$ cat config.mk
export PLATFORM = sky130hd
export DESIGN_NAME = gpio_edge_ctrl
export DESIGN_NICKNAME = d
export VERILOG_FILES = /design/src/rtl/gpio_edge_pkg.sv /design/src/rtl/gpio_edge_sync.sv /design/src/rtl/gpio_edge_evt.sv /design/src/rtl/gpio_edge_ctrl.sv
export SDC_FILE = /design/constraint.sdc
export NUM_CORES = 1
export LEC_CHECK = 0
export BUFFER_PORTS_ARGS = -buffer_cell sky130_fd_sc_hd__clkbuf_2
export CAP_MARGIN = 10
export CORE_ASPECT_RATIO = 0.7
export CORE_MARGIN = 8
export CORE_UTILIZATION = 55
export CTS_CLUSTER_DIAMETER = 200
export DETAILED_ROUTE_END_ITERATION = 10
export PLACE_DENSITY = 0.72
export SKIP_CTS_REPAIR_TIMING = 1
export SLEW_MARGIN = 25
export SYNTH_ARGS = -nofsm -noshare
export SYNTH_HDL_FRONTEND = slang
export SYNTH_SLANG_ARGS = --single-unit
$ cat constraint.sdc
create_clock -name clk -period 1.48 [get_ports clk]
set_clock_uncertainty 0.1 [all_clocks]
set_input_delay 0.074 -clock clk [delete_from_list [all_inputs] [get_ports clk]]
set_output_delay 0.074 -clock clk [all_outputs]
set_load 0.1 [all_outputs]
$ cat src/rtl/gpio_edge_pkg.sv
package gpio_edge_pkg;
  localparam int GPIO_W = 32;
  localparam int ADDR_W = 5;
  localparam int IDX_W  = ADDR_W - 2;

  typedef enum logic [IDX_W-1:0] {
    RG_DIR  = 3'd0,
    RG_ODR  = 3'd1,
    RG_DAT  = 3'd2,
    RG_EVT  = 3'd3,
    RG_MSK  = 3'd4,
    RG_ECTL = 3'd5,
    RG_IBE  = 3'd6,
    RG_NONE = 3'd7
  } reg_idx_e;

  // Lines and register bits run in opposite order.
  function automatic logic [GPIO_W-1:0] swap_order(input logic [GPIO_W-1:0] v);
    logic [GPIO_W-1:0] r;
    for (int i = 0; i < GPIO_W; i++) r[GPIO_W-1-i] = v[i];
    return r;
  endfunction

  // Edge hits per bit: falling always counts, rising only when not fall-only.
  function automatic logic [GPIO_W-1:0] edge_hits(input logic [GPIO_W-1:0] cur,
                                                  input logic [GPIO_W-1:0] prev,
                                                  input logic [GPIO_W-1:0] fall_only);
    logic [GPIO_W-1:0] rise, fall;
    rise = cur & ~prev;
    fall = ~cur & prev;
    return fall | (rise & ~fall_only);
  endfunction

  // Data read: output latch for outputs, gated sample for inputs.
  function automatic logic [GPIO_W-1:0] data_view(input logic [GPIO_W-1:0] dir,
                                                  input logic [GPIO_W-1:0] dat,
                                                  input logic [GPIO_W-1:0] ibe,
                                                  input logic [GPIO_W-1:0] smp);
    return (dir & dat) | (~dir & ibe & smp);
  endfunction
endpackage

$ cat src/rtl/gpio_edge_sync.sv
module gpio_edge_sync #(
  parameter int W      = 32,
  parameter int STAGES = 2
) (
  input  logic         clk,
  input  logic         rst,
  input  logic [W-1:0] d,
  output logic [W-1:0] q
);
  logic [W-1:0] stage_q [STAGES];

  generate
    for (genvar s = 0; s < STAGES; s++) begin : g_stage
      if (s == 0) begin : g_first
        always_ff @(posedge clk) begin
          if (rst) stage_q[0] <= '0;
          else     stage_q[0] <= d;
        end
      end else begin : g_next
        always_ff @(posedge clk) begin
          if (rst) stage_q[s] <= '0;
          else     stage_q[s] <= stage_q[s-1];
        end
      end
    end
  endgenerate

  assign q = stage_q[STAGES-1];
endmodule

$ cat src/rtl/gpio_edge_evt.sv
module gpio_edge_evt
  import gpio_edge_pkg::*;
#(
  parameter int W = GPIO_W
) (
  input  logic         clk,
  input  logic         rst,
  input  logic [W-1:0] smp,        // synchronised pins, register bit order
  input  logic [W-1:0] fall_only,
  input  logic [W-1:0] clr,        // write-one-to-clear mask, one cycle
  input  logic [W-1:0] msk,
  output logic [W-1:0] evt,
  output logic [W-1:0] hit,
  output logic         irq
);
  logic [W-1:0] prev_q;
  logic [W-1:0] evt_q;

  assign hit = edge_hits(smp, prev_q, fall_only);

  always_ff @(posedge clk) begin
    if (rst) begin
      prev_q <= '0;
      evt_q  <= '0;
    end else begin
      prev_q <= smp;
      evt_q  <= (evt_q & ~clr) | hit;
    end
  end

  assign evt = evt_q;
  assign irq = |(evt_q & msk);

  // a cleared bit with no coinciding edge reads zero next cycle
  p_w1c_clear_r9: assert property (@(posedge clk) disable iff (rst)
    (|(clr & ~hit)) |=> ((evt & $past(clr & ~hit)) == '0));

  // an edge always lands, even against a clearing write
  p_edge_wins_r10: assert property (@(posedge clk) disable iff (rst)
    (|hit) |=> ((evt & $past(hit)) == $past(hit)));

  // set bits are lost only through a clearing write
  p_sticky_r8: assert property (@(posedge clk) disable iff (rst)
    1'b1 |=> ((($past(evt) & ~$past(clr)) & ~evt) == '0));
endmodule

$ cat src/rtl/gpio_edge_ctrl.sv
module gpio_edge_ctrl
  import gpio_edge_pkg::*;
#(
  parameter int W  = GPIO_W,
  parameter int AW = ADDR_W
) (
  input  logic          clk,
  input  logic          rst,
  input  logic          bus_we,
  input  logic [AW-1:0] bus_addr,
  input  logic [W-1:0]  bus_wdata,
  output logic [W-1:0]  bus_rdata,
  input  logic [W-1:0]  pad_in,
  output logic [W-1:0]  pad_oe,
  output logic [W-1:0]  pad_out,
  output logic          irq
);
  localparam int IW = AW - 2;

  logic [W-1:0] dir_q, odr_q, dat_q, msk_q, ectl_q, ibe_q;
  logic [W-1:0] smp_line, smp_bit;
  logic [W-1:0] evt_bits, hit_bits, clr_bits;
  logic [W-1:0] oe_bits, out_bits;
  logic [IW-1:0] idx;
  logic         wr_evt, wr_msk;

  assign idx    = bus_addr[AW-1:2];
  assign wr_evt = bus_we && (idx == RG_EVT);
  assign wr_msk = bus_we && (idx == RG_MSK);
  assign clr_bits = wr_evt ? bus_wdata : '0;

  always_ff @(posedge clk) begin
    if (rst) begin
      dir_q  <= '0;
      odr_q  <= '0;
      dat_q  <= '0;
      msk_q  <= '0;
      ectl_q <= '0;
      ibe_q  <= '0;
    end else if (bus_we) begin
      case (idx)
        RG_DIR:  dir_q  <= bus_wdata;
        RG_ODR:  odr_q  <= bus_wdata;
        RG_DAT:  dat_q  <= bus_wdata;
        RG_MSK:  msk_q  <= bus_wdata;
        RG_ECTL: ectl_q <= bus_wdata;
        RG_IBE:  ibe_q  <= bus_wdata;
        default: ;
      endcase
    end
  end

  gpio_edge_sync #(.W(W), .STAGES(2)) u_sync (
    .clk (clk),
    .rst (rst),
    .d   (pad_in),
    .q   (smp_line)
  );

  assign smp_bit = swap_order(smp_line);

  gpio_edge_evt #(.W(W)) u_evt (
    .clk       (clk),
    .rst       (rst),
    .smp       (smp_bit),
    .fall_only (ectl_q),
    .clr       (clr_bits),
    .msk       (msk_q),
    .evt       (evt_bits),
    .hit       (hit_bits),
    .irq       (irq)
  );

  always_comb begin
    case (idx)
      RG_DIR:  bus_rdata = dir_q;
      RG_ODR:  bus_rdata = odr_q;
      RG_DAT:  bus_rdata = data_view(dir_q, dat_q, ibe_q, smp_bit);
      RG_EVT:  bus_rdata = evt_bits;
      RG_MSK:  bus_rdata = msk_q;
      RG_ECTL: bus_rdata = ectl_q;
      RG_IBE:  bus_rdata = ibe_q;
      default: bus_rdata = '0;
    endcase
  end

  // Push-pull drives the data bit; open-drain only ever pulls low.
  assign oe_bits  = dir_q & (~odr_q | ~dat_q);
  assign out_bits = dir_q & ~odr_q & dat_q;
  assign pad_oe   = swap_order(oe_bits);
  assign pad_out  = swap_order(out_bits);

  // the interrupt drops only after a clear or a mask change
  p_irq_fall_r11: assert property (@(posedge clk) disable iff (rst)
    $fell(irq) |-> $past(wr_evt || wr_msk));

  // a line configured as input never has its pad enabled
  p_input_undriven_r3: assert property (@(posedge clk) disable iff (rst)
    (pad_oe & ~swap_order(dir_q)) == '0);

  // an enabled open-drain pad never drives high
  p_od_low_only_r4: assert property (@(posedge clk) disable iff (rst)
    (pad_oe & pad_out & swap_order(odr_q)) == '0);
endmodule

After elaboration in Yosys (flattened, before gate mapping)

Memories as Yosys holds them, arrays and structs flattened.
Cells that the tools add are included.

Register bits after elaboration: 256
Bits in latches: 0
RAM bits: 64
ROM bits: 0
Output and inout bits: 97
Memories kept: 1

Add/subtract/negate cells: 0
$mul: 0
Div/mod/pow operators: 0
$lt $le $gt $ge: 0
Equality and inequality tests: 6
Shift operators: 0
Muxes and demuxes: 7
Bitwise operators: 24
Reductions and logical operators: 9

Memories:

| memory         | depth | bits a word | read ports | clocked after memory_dff | wr ports | RTL line             | source |
|---|---|---|---|---|---|---|---|
| u_sync.stage_q | 2     | 32          | 2          | 0                        | 2        | gpio_edge_sync.sv:10 | `logic [W-1:0] stage_q [STAGES];` |

Operators by type and width:

| operator                                                               | count |
|---|---|
| 32-bit bitwise AND                                                     | 11 |
| 32-bit inverter                                                        | 7 |
| 32-bit one-hot mux with 7 select lines                                 | 1 |
| 32-bit OR                                                              | 4 |
| 32-bit two-way mux                                                     | 3 |
| 32-bit OR reduction                                                    | 1 |
| 2-bit AND reduction                                                    | 6 |
| 3-bit equality test (second input constant)                            | 3 |
| 3-bit by 2-bit equality test with 1-bit output (second input constant) | 2 |
| 3-bit by 1-bit equality test with 1-bit output (second input constant) | 1 |
| 3-bit zero test                                                        | 1 |
| 1-bit two-way mux                                                      | 3 |
| 1-bit OR                                                               | 2 |
| 1-bit logical AND                                                      | 1 |

Depth between registers and ports, before layout

Depth in word-level cells: 6
Mapped depth: 6

By module

Synthesis repeated with hierarchy kept, for this count alone.

Cells, all modules: 1,689
Area total of the unflattened synthesis: 14,261.2 sq um

Modules (own cells, without submodules):

| module         | instances | cells each | area an instance (sq um) |
|---|---|---|---|
| gpio_edge_ctrl | 1         | 1,278      | 9,630.5 |
| gpio_edge_evt  | 1         | 276        | 2,712.6 |
| gpio_edge_sync | 1         | 135        | 1,918.1 |

Worst setup path before layout

OpenSTA, ideal clock, no wires.

Path kind: flip-flop to output port
From: register dir_q[31]
To: output pad_oe[0]
Arrival: 2,585 ps
Required time: 1,306 ps
Setup slack: -1,279 ps
Stages on the path, launching flop included: 2
Buffers on the path: 0
Path through: dfxtp_1 -> a21boi_0

Cells in the longest elaborated chain, start to end: 1

RTL lines:

| item                     | RTL line             | source |
|---|---|---|
| start: declaration       | gpio_edge_ctrl.sv:20 | `logic [W-1:0] dir_q, odr_q, dat_q, msk_q, ectl_q, ibe_q;` |
| start signal: assignment | gpio_edge_ctrl.sv:42 | `RG_DIR: dir_q <= bus_wdata;` |
| 32-bit bitwise AND       | gpio_edge_ctrl.sv:88 | `assign oe_bits = dir_q & (~odr_q \| ~dat_q);` |
| end: declaration         | gpio_edge_ctrl.sv:14 | `output logic [W-1:0] pad_oe,` |

Every way passes these cells.

Worst setup path in the final report

From: register u_evt.evt_q[11], in the netlist u_evt.evt[11]
To: output irq

Cells in the longest elaborated chain, start to end: 2

RTL lines:

| item                     | RTL line             | source |
|---|---|---|
| start: declaration       | gpio_edge_evt.sv:17  | `logic [W-1:0] evt_q;` |
| start signal: assignment | gpio_edge_evt.sv:27  | `evt_q <= (evt_q & ~clr) \| hit;` |
| 32-bit bitwise AND       | gpio_edge_evt.sv:32  | `assign irq = \|(evt_q & msk);` |
| 32-bit OR reduction      | gpio_edge_evt.sv:32  |  |
| end: declaration         | gpio_edge_ctrl.sv:16 | `output logic irq` |

Every way passes these cells.

==> flow_summary.yaml <==
run_status:
  status: "complete, but fails checks"
  violations: "setup timing"
routing:
  postRouteWirelength_um: 51700
  ant_nets: 0
  vias: 14500
  wl_per_cell_um: 21.7
  via_per_inst: 6.08
  dr.pass1.iters: 6
  drc: 0
  drt-initial-drc-count: 1637
logic_synthesis:
  netlist_top_cells_count: "nand2_1 (515), dfxtp_1 (320), a21oi_1 (212), nor2b_1 (91), nor2_1 (87)"
  synthCells: 1692
  synth_async_sr_flop_share_pct: 0
  avgSynthCellArea_um2: 7.93
  yosysTopAreaCell: "dfxtp_1"
  syn_nets: 1764
  synth.top_cell.area_share_pct: 47.7
  synth_edf_count: 0
  ys_types: 33
  ys.flop_type: "dfxtp_1"
  yosys_warnings: 0
  syn_area_um2: 13400
  synth-seq-cells: 320
  synthMostInstantiatedCell: "nand2_1"
  ys_seq_area_share_pct: 47.7
  synth_area_leaders: "dfxtp_1 (48%), nand2_1 (14%), a21oi_1 (7.9%)"
finish:
  area_growth_pct: 53.6
  fin_nets: 2108
  drive_gt1_share_pct: 34.0
  diodes: 0
job:
  maxCapViolCount: 0
timing:
  fin_ws_ns: -0.736
  finalSetupViolCount: 87
  drv_slew: 0
  fmaxAchievable_mhz: 451
  max_slew_margin_pct: 31.6
  fin_crit_sh_pct: 150
  post-route-min-period_ns: 2.22
  rsz0062_at_grt: "yes"
  hold_viol: 0
  tightest_slew_ns: 1.02
worst_setup_path:
  crit_chain: "a22oi_2, nand4_1, or4_4, buf_12"
  path_buf_inv: 1
  arrival_ns: 2.04
  critPathLaunchType: "flop"
  required_ns: 1.31
  crit_path_top_delay_cell: "or4_4"
  crit_family: "simple AND/OR/NAND/NOR gates"
  worstPathMaxFanout: 2
  cpPeakStageDelay_ns: 0.59
  cp-end-kind: "output pin"
  setup.worst_path.class: "reg -> out"
clock_tree:
  cts_root_buf: "clkbuf_16"
  cts_sinks: 320
  cts_htree_levels: 1
  clk_latency_ns: 0.56
  cts_buffers: 30
  clk_pin_slew_worst_paths_ns: 0.07
  clock_path_buffers: 3
  cts_tree: "done"
power:
  p_leak_nw: 8.06
  total_power_w: 0.0200
  p_per_area_nw_per_um2: 968
  max-vdd-ir-drop_mv: 0.922
min_path:
  worstHoldPathType: "in -> reg"
die:
  dieArea_um2: 29700
  fp.dieW_um: 203
  dieHeight_um: 147
  rows: 47
  core_um2: 23800
  io_pins: 169
  start_util_pct: 56.4
placed_design:
  portBuffers: 166
  hpwl_um: 32300
  preCtsSetupSlack_ns: -0.292
  gp_congestion: 0.924
global_route:
  grt_pass1_wl_um: 72100
  grt_pass1_vias: 13100
  grt.overflow.total: 0
  grt_start_max_net_pins: 53
  grtUsageTotal_pct: 29.5
  antenna_found_initial: 0
final cells by class:
| class | instances | area, um^2 |
|---|---|---|
| Clock buffer | 47 | 956 |
| Sequential cell | 320 | 6720 |
| Timing Repair Buffer | 426 | 4840 |
| Inverter | 21 | 78.8 |
| Tap cell | 318 | 398 |
| Clock inverter | 8 | 68.8 |
| Fill cell | 1271 | 3200 |
| Multi-Input combinational cell | 1237 | 7550 |
stage by stage:
stage	hold WS, ns	instance area (um^2)	cells	setup TNS [ns]	utilization, %
after floorplan	0.102	13800	1692	-0.952	-
after global placement	0.182	17500	2228	-5.53	73.6
after detailed placement	0.186	17500	2228	-6.39	73.6
after CTS	-0.383	18600	2283	-21.85	77.9
after global routing	0.124	20600	2377	-20.07	86.5
final	0.106	20600	2377	-17.15	86.5
registers in the layout, summed over array words and instances, names as in the netlist:
register / cells
dat_q: 32
dir_q: 32
ectl_q: 32
ibe_q: 32
msk_q: 32
odr_q: 32
u_evt.evt: 32
u_evt.prev_q: 32
u_sync.stage_q: 64
power breakdown:
part           switching [W]  leakage [nW]  total, W  internal, W
logic                0.00172          4.85   0.00292      0.00119
registers           0.000263          2.69   0.00908      0.00882
clock network        0.00336         0.515   0.00795      0.00459
worst paths after layout:
path | startpoint | endpoint | slack [ns] | cells past startpoint
setup / recovery | u_evt.evt[11] | irq | -0.74 | 4
hold / removal | bus_addr[3] | msk_q[19] | 0.11 | 6
setup reg to reg | u_sync.stage_q[1][14] | u_evt.evt[17] | 0.19 | 4
hold reg to reg | u_sync.stage_q[0][4] | u_sync.stage_q[1][4] | 0.33 | 1
per-layer routing:
metal	routed length, um	up-vias	global-route usage [%]
li1	-	6464	-
met1	20100	6853	40.7
met2	24300	977	46.0
met3	5540	161	5.91
met4	1690	0	9.37
met5	0	-	0
logic make-up after synthesis:
| kind of cell | share of synthesized area, % |
|---|---|
| buffers and inverters | 4.41 |
| multiplexers | 5.16 |
| flip-flops | 47.7 |
| AO/OA/AOI/OAI | 19.6 |
| AND/OR/NAND/NOR | 23.1 |
cell usage in the layout, fill, tap and decap left out, drive strengths merged, types with 6 or more instances in the layout:
cell,count
dfxtp,320
nor2,89
clkbuf,112
a32oi,7
buf,293
a221oi,19
a221o,7
nand2,515
nand3,12
dlygate4sd3,68
clkinv,6
a21oi,212
o21ai,55
a31oi,24
nor3,22
mux2i,67
a22oi,16
nor2b,91
a21boi,32
inv,22
o211ai,31
a32o,23
worst register-to-register path: cells and delay by family, from the launching register on:
kind | cells | cell delay (ns)
buffers and inverters | 1 | 0.13
DFF | 1 | 0.43
AOI/OAI and AO/OA | 1 | 0.10
and+or+nand+nor | 2 | 0.44
No activity file was read; power rests on OpenSTA's default activity.
